**config.mk**
```make
export PLATFORM = sky130hd
export DESIGN_NAME = stop_demand_filter
export DESIGN_NICKNAME = d
export VERILOG_FILES = /design/src/rtl/stop_filter_pkg.sv /design/src/rtl/sf_cfg_regs.sv /design/src/rtl/sf_switch_decode.sv /design/src/rtl/sf_expander_decode.sv /design/src/rtl/sf_stop_hold.sv /design/src/rtl/stop_demand_filter.sv
export SDC_FILE = /design/constraint.sdc
export NUM_CORES = 1
export LEC_CHECK = 0
export ABC_AREA = 1
export BUFFER_PORTS_ARGS = -buffer_cell sky130_fd_sc_hd__buf_2
export CAP_MARGIN = 20
export CORE_ASPECT_RATIO = 0.75
export CORE_MARGIN = 3
export CORE_UTILIZATION = 30
export CTS_BUF_LIST = sky130_fd_sc_hd__clkbuf_16
export DETAILED_ROUTE_END_ITERATION = 6
export PLACE_DENSITY_LB_ADDON = 0.15
export SYNTH_ARGS = -nofsm -noshare
export SYNTH_HDL_FRONTEND = slang
export SYNTH_HIERARCHICAL = 1
export SYNTH_SLANG_ARGS = --single-unit
```
**constraint.sdc**
```tcl
create_clock -name clk_i -period 1.4 [get_ports clk_i]
set_input_delay 0.14 -clock clk_i [delete_from_list [all_inputs] [get_ports clk_i]]
set_output_delay 0.14 -clock clk_i [all_outputs]
set_load 0.01 [all_outputs]
```
**src/rtl/stop_filter_pkg.sv**
```systemverilog
package stop_filter_pkg;
  localparam int unsigned NUM_SLOTS = 2;

  function automatic logic [NUM_SLOTS-1:0] halt_pattern(input logic split,
                                                        input logic [NUM_SLOTS-1:0] pause);
    return split ? pause : {NUM_SLOTS{|pause}};
  endfunction
endpackage

```
**src/rtl/sf_cfg_regs.sv**
```systemverilog
module sf_cfg_regs #(
  parameter int unsigned NUM_PORTS = 8,
  parameter int unsigned ADDR_W    = 4
) (
  input  logic                                 clk_i,
  input  logic                                 rst_ni,
  input  logic                                 we_i,
  input  logic                                 lock_i,
  input  logic [ADDR_W-1:0]                    addr_i,
  input  logic [NUM_PORTS-1:0]                 wdata_i,
  output logic [NUM_PORTS-1:0][NUM_PORTS-1:0]  reach_o,
  output logic [NUM_PORTS-1:0]                 split_o,
  output logic [1:0][NUM_PORTS-1:0]            mask_o
);
  localparam int unsigned SPLIT_A = NUM_PORTS;
  localparam int unsigned MASK_A  = NUM_PORTS + 1;

  logic wr;
  assign wr = we_i && !lock_i;

  always_ff @(posedge clk_i or negedge rst_ni) begin
    if (!rst_ni) begin
      reach_o <= '0;
      split_o <= '0;
      mask_o  <= '0;
    end else if (wr) begin
      for (int r = 0; r < int'(NUM_PORTS); r++)
        if (addr_i == ADDR_W'(r)) reach_o[r] <= wdata_i;
      if (addr_i == ADDR_W'(SPLIT_A)) split_o <= wdata_i;
      for (int s = 0; s < 2; s++)
        if (addr_i == ADDR_W'(MASK_A + s)) mask_o[s] <= wdata_i;
    end
  end
endmodule

```
**src/rtl/sf_switch_decode.sv**
```systemverilog
module sf_switch_decode #(
  parameter int unsigned NUM_PORTS = 8,
  parameter int unsigned PW        = 3
) (
  input  logic [PW-1:0]                        port_i,
  input  logic [NUM_PORTS-1:0][NUM_PORTS-1:0]  reach_i,
  input  logic [NUM_PORTS-1:0]                 split_i,
  output logic [NUM_PORTS-1:0]                 stop_o
);
  always_comb begin
    stop_o = '0;
    stop_o[port_i] = 1'b1;
    // a shared expander is stopped alone; its own concentrator handles the rest
    if (!split_i[port_i]) stop_o = stop_o | (reach_i[port_i] & ~split_i);
  end
endmodule

```
**src/rtl/sf_expander_decode.sv**
```systemverilog
module sf_expander_decode
  import stop_filter_pkg::*;
#(
  parameter int unsigned NUM_PORTS  = 8,
  parameter int unsigned PW         = 3,
  parameter int unsigned LOCAL_PORT = 3
) (
  input  logic [PW-1:0]                 port_i,
  input  logic [1:0][NUM_PORTS-1:0]     mask_i,
  input  logic [NUM_PORTS-1:0]          split_i,
  output logic [NUM_SLOTS-1:0]          pause_o,
  output logic [NUM_SLOTS-1:0]          halt_o
);
  logic [NUM_SLOTS-1:0] pause_w;

  for (genvar s = 0; s < NUM_SLOTS; s++) begin : g_slot
    assign pause_w[s] = mask_i[s][port_i];
  end

  assign pause_o = pause_w;
  assign halt_o  = halt_pattern(split_i[LOCAL_PORT], pause_w);
endmodule

```
**src/rtl/sf_stop_hold.sv**
```systemverilog
module sf_stop_hold #(
  parameter int unsigned W  = 8,
  parameter int unsigned ND = 4,
  parameter int unsigned DW = 2
) (
  input  logic          clk_i,
  input  logic          rst_ni,
  input  logic [W-1:0]  set_i,
  input  logic [DW-1:0] dom_i,
  input  logic [ND-1:0] rel_i,
  output logic [W-1:0]  act_o
);
  logic [W-1:0]         act_q, act_d, clr;
  logic [W-1:0][DW-1:0] own_q, own_d;

  always_comb begin
    act_d = act_q;
    own_d = own_q;
    clr   = '0;
    for (int b = 0; b < int'(W); b++) begin
      clr[b] = act_q[b] && rel_i[own_q[b]];
      if (set_i[b] && (!act_q[b] || clr[b])) begin
        act_d[b] = 1'b1;
        own_d[b] = dom_i;
      end else if (clr[b]) begin
        act_d[b] = 1'b0;
      end
    end
  end

  always_ff @(posedge clk_i or negedge rst_ni) begin
    if (!rst_ni) begin
      act_q <= '0;
      own_q <= '0;
    end else begin
      act_q <= act_d;
      own_q <= own_d;
    end
  end

  assign act_o = act_q;
endmodule

```
**src/rtl/stop_demand_filter.sv**
```systemverilog
module stop_demand_filter
  import stop_filter_pkg::*;
#(
  parameter int unsigned NUM_PORTS   = 8,
  parameter int unsigned NUM_DOMAINS = 4,
  parameter int unsigned PID_W       = 4,
  parameter int unsigned LOCAL_PORT  = 3,
  localparam int unsigned ADDR_W     = $clog2(NUM_PORTS + 3),
  localparam int unsigned DW         = $clog2(NUM_DOMAINS)
) (
  input  logic                   clk_i,
  input  logic                   rst_ni,
  input  logic                   cfg_we_i,
  input  logic [ADDR_W-1:0]      cfg_addr_i,
  input  logic [NUM_PORTS-1:0]   cfg_wdata_i,
  input  logic                   dmd_valid_i,
  input  logic [PID_W-1:0]       dmd_port_i,
  input  logic [DW-1:0]          dmd_dom_i,
  input  logic [NUM_DOMAINS-1:0] release_i,
  output logic [NUM_PORTS-1:0]   port_stop_o,
  output logic [1:0]             slot_pause_o,
  output logic [1:0]             unit_halt_o,
  output logic                   cfg_err_o
);
  localparam int unsigned PW = $clog2(NUM_PORTS);

  logic [NUM_PORTS-1:0][NUM_PORTS-1:0] reach_w;
  logic [NUM_PORTS-1:0]                split_w;
  logic [1:0][NUM_PORTS-1:0]           mask_w;
  logic [NUM_PORTS-1:0]                sw_stop;
  logic [NUM_SLOTS-1:0]                ex_pause, ex_halt;
  logic [2*NUM_SLOTS-1:0]              ex_act;
  logic                                in_range, hit, lock, cfg_err_q;
  logic [PW-1:0]                       port_idx;

  assign in_range = dmd_port_i < PID_W'(NUM_PORTS);
  assign hit      = dmd_valid_i && in_range;
  assign port_idx = dmd_port_i[PW-1:0];
  assign lock     = |port_stop_o || |slot_pause_o || |unit_halt_o;

  sf_cfg_regs #(.NUM_PORTS(NUM_PORTS), .ADDR_W(ADDR_W)) u_cfg (
    .clk_i, .rst_ni, .we_i(cfg_we_i), .lock_i(lock), .addr_i(cfg_addr_i),
    .wdata_i(cfg_wdata_i), .reach_o(reach_w), .split_o(split_w), .mask_o(mask_w)
  );

  sf_switch_decode #(.NUM_PORTS(NUM_PORTS), .PW(PW)) u_sw (
    .port_i(port_idx), .reach_i(reach_w), .split_i(split_w), .stop_o(sw_stop)
  );

  sf_expander_decode #(.NUM_PORTS(NUM_PORTS), .PW(PW), .LOCAL_PORT(LOCAL_PORT)) u_ex (
    .port_i(port_idx), .mask_i(mask_w), .split_i(split_w),
    .pause_o(ex_pause), .halt_o(ex_halt)
  );

  sf_stop_hold #(.W(NUM_PORTS), .ND(NUM_DOMAINS), .DW(DW)) u_port_hold (
    .clk_i, .rst_ni, .set_i(hit ? sw_stop : '0), .dom_i(dmd_dom_i),
    .rel_i(release_i), .act_o(port_stop_o)
  );

  sf_stop_hold #(.W(2*NUM_SLOTS), .ND(NUM_DOMAINS), .DW(DW)) u_slot_hold (
    .clk_i, .rst_ni, .set_i(hit ? {ex_halt, ex_pause} : '0), .dom_i(dmd_dom_i),
    .rel_i(release_i), .act_o(ex_act)
  );

  assign slot_pause_o = ex_act[NUM_SLOTS-1:0];
  assign unit_halt_o  = ex_act[2*NUM_SLOTS-1:NUM_SLOTS];

  always_ff @(posedge clk_i or negedge rst_ni) begin
    if (!rst_ni)                         cfg_err_q <= 1'b0;
    else if (dmd_valid_i && !in_range)   cfg_err_q <= 1'b1;
  end
  assign cfg_err_o = cfg_err_q;
endmodule

```
==> flow_summary.ini <==
[run_status]
outcome = finished with violations
violations = setup timing

[die]
die_area_mm2 = 0.02448
start_util_pct = 31.27
die_x_um = 179.7
rows = 46
die_h_um = 136.2
pin_count = 39
core-area_mm2 = 0.02170

[final_layout]
final_area_mm2 = 0.009151
multiInputGateArea_mm2 = 0.003667
nets = 1123
syn2layout_area_growth_pct = 34.87
num_antenna_cells = 0
stdcell_count = 1398
regArea_mm2 = 0.003128
fillCellCount = 2206
layout-drive-gt1-share_pct = 27.84

[setup_path]
r2r_cells = 10
critPathCaptureType = register
start_kind = register
path_class = reg2reg
cp_max_fo = 8
worstReg2RegStart = u_port_hold/act_o[4]
r2r_slack_ns = -0.23
r2r_end = u_cfg/reach_o[62]
worstPathRequired_ns = 1.71
cp.arrival_ns = 1.95

[clock_network]
numCtsBuffers = 17
tritoncts = yes
htree_levels = 4
clock_latency_ns = 0.43
clockBufferDepth = 2
numClockSinks = 125
cts_root_buf = clkbuf_16
clkSlewWorstSetupHoldPaths_ns = 0.06

[grt]
grt_pass1_wl_um = 35070
grt_pass1_vias = 6228
antenna_found_initial = 0
groute.usage.overall_pct = 18.43
grt_max_degree = 40
grt_overflow_total = 0

[route]
drt_wl_total_um = 22240
firstDrtPassIters = 5
wl_per_cell_um = 15.91
drc_errors = 0
viasPerCell = 4.785
vias = 6690
drtIter0Drc = 520
postRouteAntennaNets = 0

[min_path]
holdPathEnd = u_cfg/mask_o[12]
holdPathStages = 4
hp-start = cfg_addr_i[2]
hold_class = in2reg

[timing]
relSlewSlack_pct = 54.89
max_freq_mhz = 612.6
clock_skew_ns = 0.006296
period_share_pct = 116.6
finalSetupViolations = 111
finalCriticalPeriod_ns = 1.632
tns_ns = -20.35
finalWorstSetupSlack_ns = -0.2324
tightest_slew_ns = 0.6759
slew_viol_final = 0
finalHoldViolCount = 0
rsz0062_at_grt = yes

[synth]
synth_fp_nets = 1021
avgSynthCellArea_um2 = 6.819
synth_seq_area_share_pct = 46.10
synthCells = 995
syn-cell-area_mm2 = 0.006785
synth_cell_types = 19
synth_warnings = 6
synth_seq_cells = 125

[placed_design]
dpl.hpwl_um = 14940
gp_congestion = 0.8206
dpl-instance-area_mm2 = 0.007830
post-place-cells = 1350
io_buffers = 38

[power]
power.static_leakage_nw = 4.902
ir_worst_vdd_mv = 0.7533
pwr_density_cell_mw_per_mm2 = 1599

[run]
cap_violations = 0
-- synth_stat cells (all sizes together) --
master | count | area share (%)
a21o | 1 | 0.13
and2 | 1 | 0.092
buf | 33 | 2.8
clkbuf | 11 | 0.66
dfrtp | 125 | 46
inv | 76 | 4.2
nand2 | 533 | 30
nand3 | 173 | 13
nand4 | 3 | 0.28
nor2 | 39 | 3.1
-- routing by layer --
metal	routed length (um)	global-route usage (%)	up-vias
met5	0	0	-
met4	257	4.594	0
met3	1095	3.664	20
met2	9556	26.61	170
met1	11330	28.08	3213
li1	-	-	3287
-- sequential cells by signal (all words and copies together) (netlist names) --
signal,cells
u_slot_hold/act_o,4
u_cfg/reach_o,64
u_slot_hold/own_q,8
u_cfg/split_o,8
u_port_hold/act_o,8
u_cfg/mask_o,16
cfg_err_o,1
u_port_hold/own_q,16
-- how the worst max path moves through the flow --
stage | startpoint | endpoint | slack (ns) | depth (start not counted)
global route | u_port_hold/act_o[4] | u_cfg/reach_o[16] | -0.37 | 10
floorplan | u_port_hold/act_o[7] | u_cfg/reach_o[10] | -0.07 | 9
finish | u_port_hold/act_o[4] | u_cfg/reach_o[62] | -0.23 | 10
CTS | u_port_hold/act_o[1] | u_cfg/reach_o[62] | -0.23 | 10
global placement | dmd_port_i[0] | u_port_hold/own_q[1] | -0.39 | 13
detailed placement | dmd_port_i[0] | u_port_hold/own_q[4] | -0.35 | 14
-- worst max-delay path, stage by stage, from the launching register on --
cell and delay, ns:
dfrtp_1 0.38, nor2_2 0.15, nand2_1 0.08, nor2_2 0.13, nand2_2 0.09, nor2_4 0.15, buf_6 0.16, nand3_2 0.08
buf_6 0.17, nand2_1 0.07, nand2_1 0.05
-- logic make-up (layout without fill, tap and decap cells) --
group	count (synthesis)	count (layout)	synth area share, %
compound gates	1	1	0.1291
simple gates	749	749	46.14
flops	125	125	46.10
buf+inv	120	235	7.634
-- layout by cell type (no fill, tap or decap), types with 4 or more instances in the layout --
master	synthesis	final
nand2_1	524	465
nand3_1	172	127
dfrtp_1	125	125
nand2_2	9	62
inv_1	73	59
buf_4	3	53
nand3_2	1	41
buf_2	24	37
nor2_4	4	19
buf_6	3	19
inv_2	3	18
clkbuf_16	0	17
nor2_1	21	16
buf_12	0	13
nand2_4	0	6
clkinv_2	0	6
nand3_4	0	5
nor2_2	14	4
-- repair_timing --
action / CTS / global route
gates cloned: 3 / 0
endpoints found under the hold margin: 108 / 0
gates resized for setup: 49 / 120
setup endpoints to repair: 112 / 120
hold buffers: 3 / 0
buffers inserted: 10 / 1
pin swaps: 39 / 47
-- final cells by class --
type,instances,share of cell area [%]
Inverter,76,3.117
Sequential cell,125,34.18
Tap cell,288,3.938
Clock buffer,17,4.649
Timing Repair Buffer,127,12.35
Clock inverter,15,1.695
Multi-Input combinational cell,750,40.07
-- where the power goes --
part	switching [mW]	total [mW]	internal (mW)
combinational	2.76	4.69	1.93
clock	1.66	4.42	2.75
sequential	0.802	5.52	4.72
-- per-stage QoR --
stage          power (mW)  util (%)  hold slack [ns]  setup WS, ns
2_1_floorplan       7.931         -          -0.1556      -0.06524
3_3_place_gp        9.468     36.09          0.06184       -0.3868
3_5_place_dp        9.509     36.09          0.05816       -0.3537
4_1_cts             14.36     40.20          0.07901       -0.2313
5_1_grt             15.66     42.18          0.09757       -0.3729
6_report            14.63     42.18          0.09261       -0.2324
No activity file was read; power rests on OpenSTA's default activity.
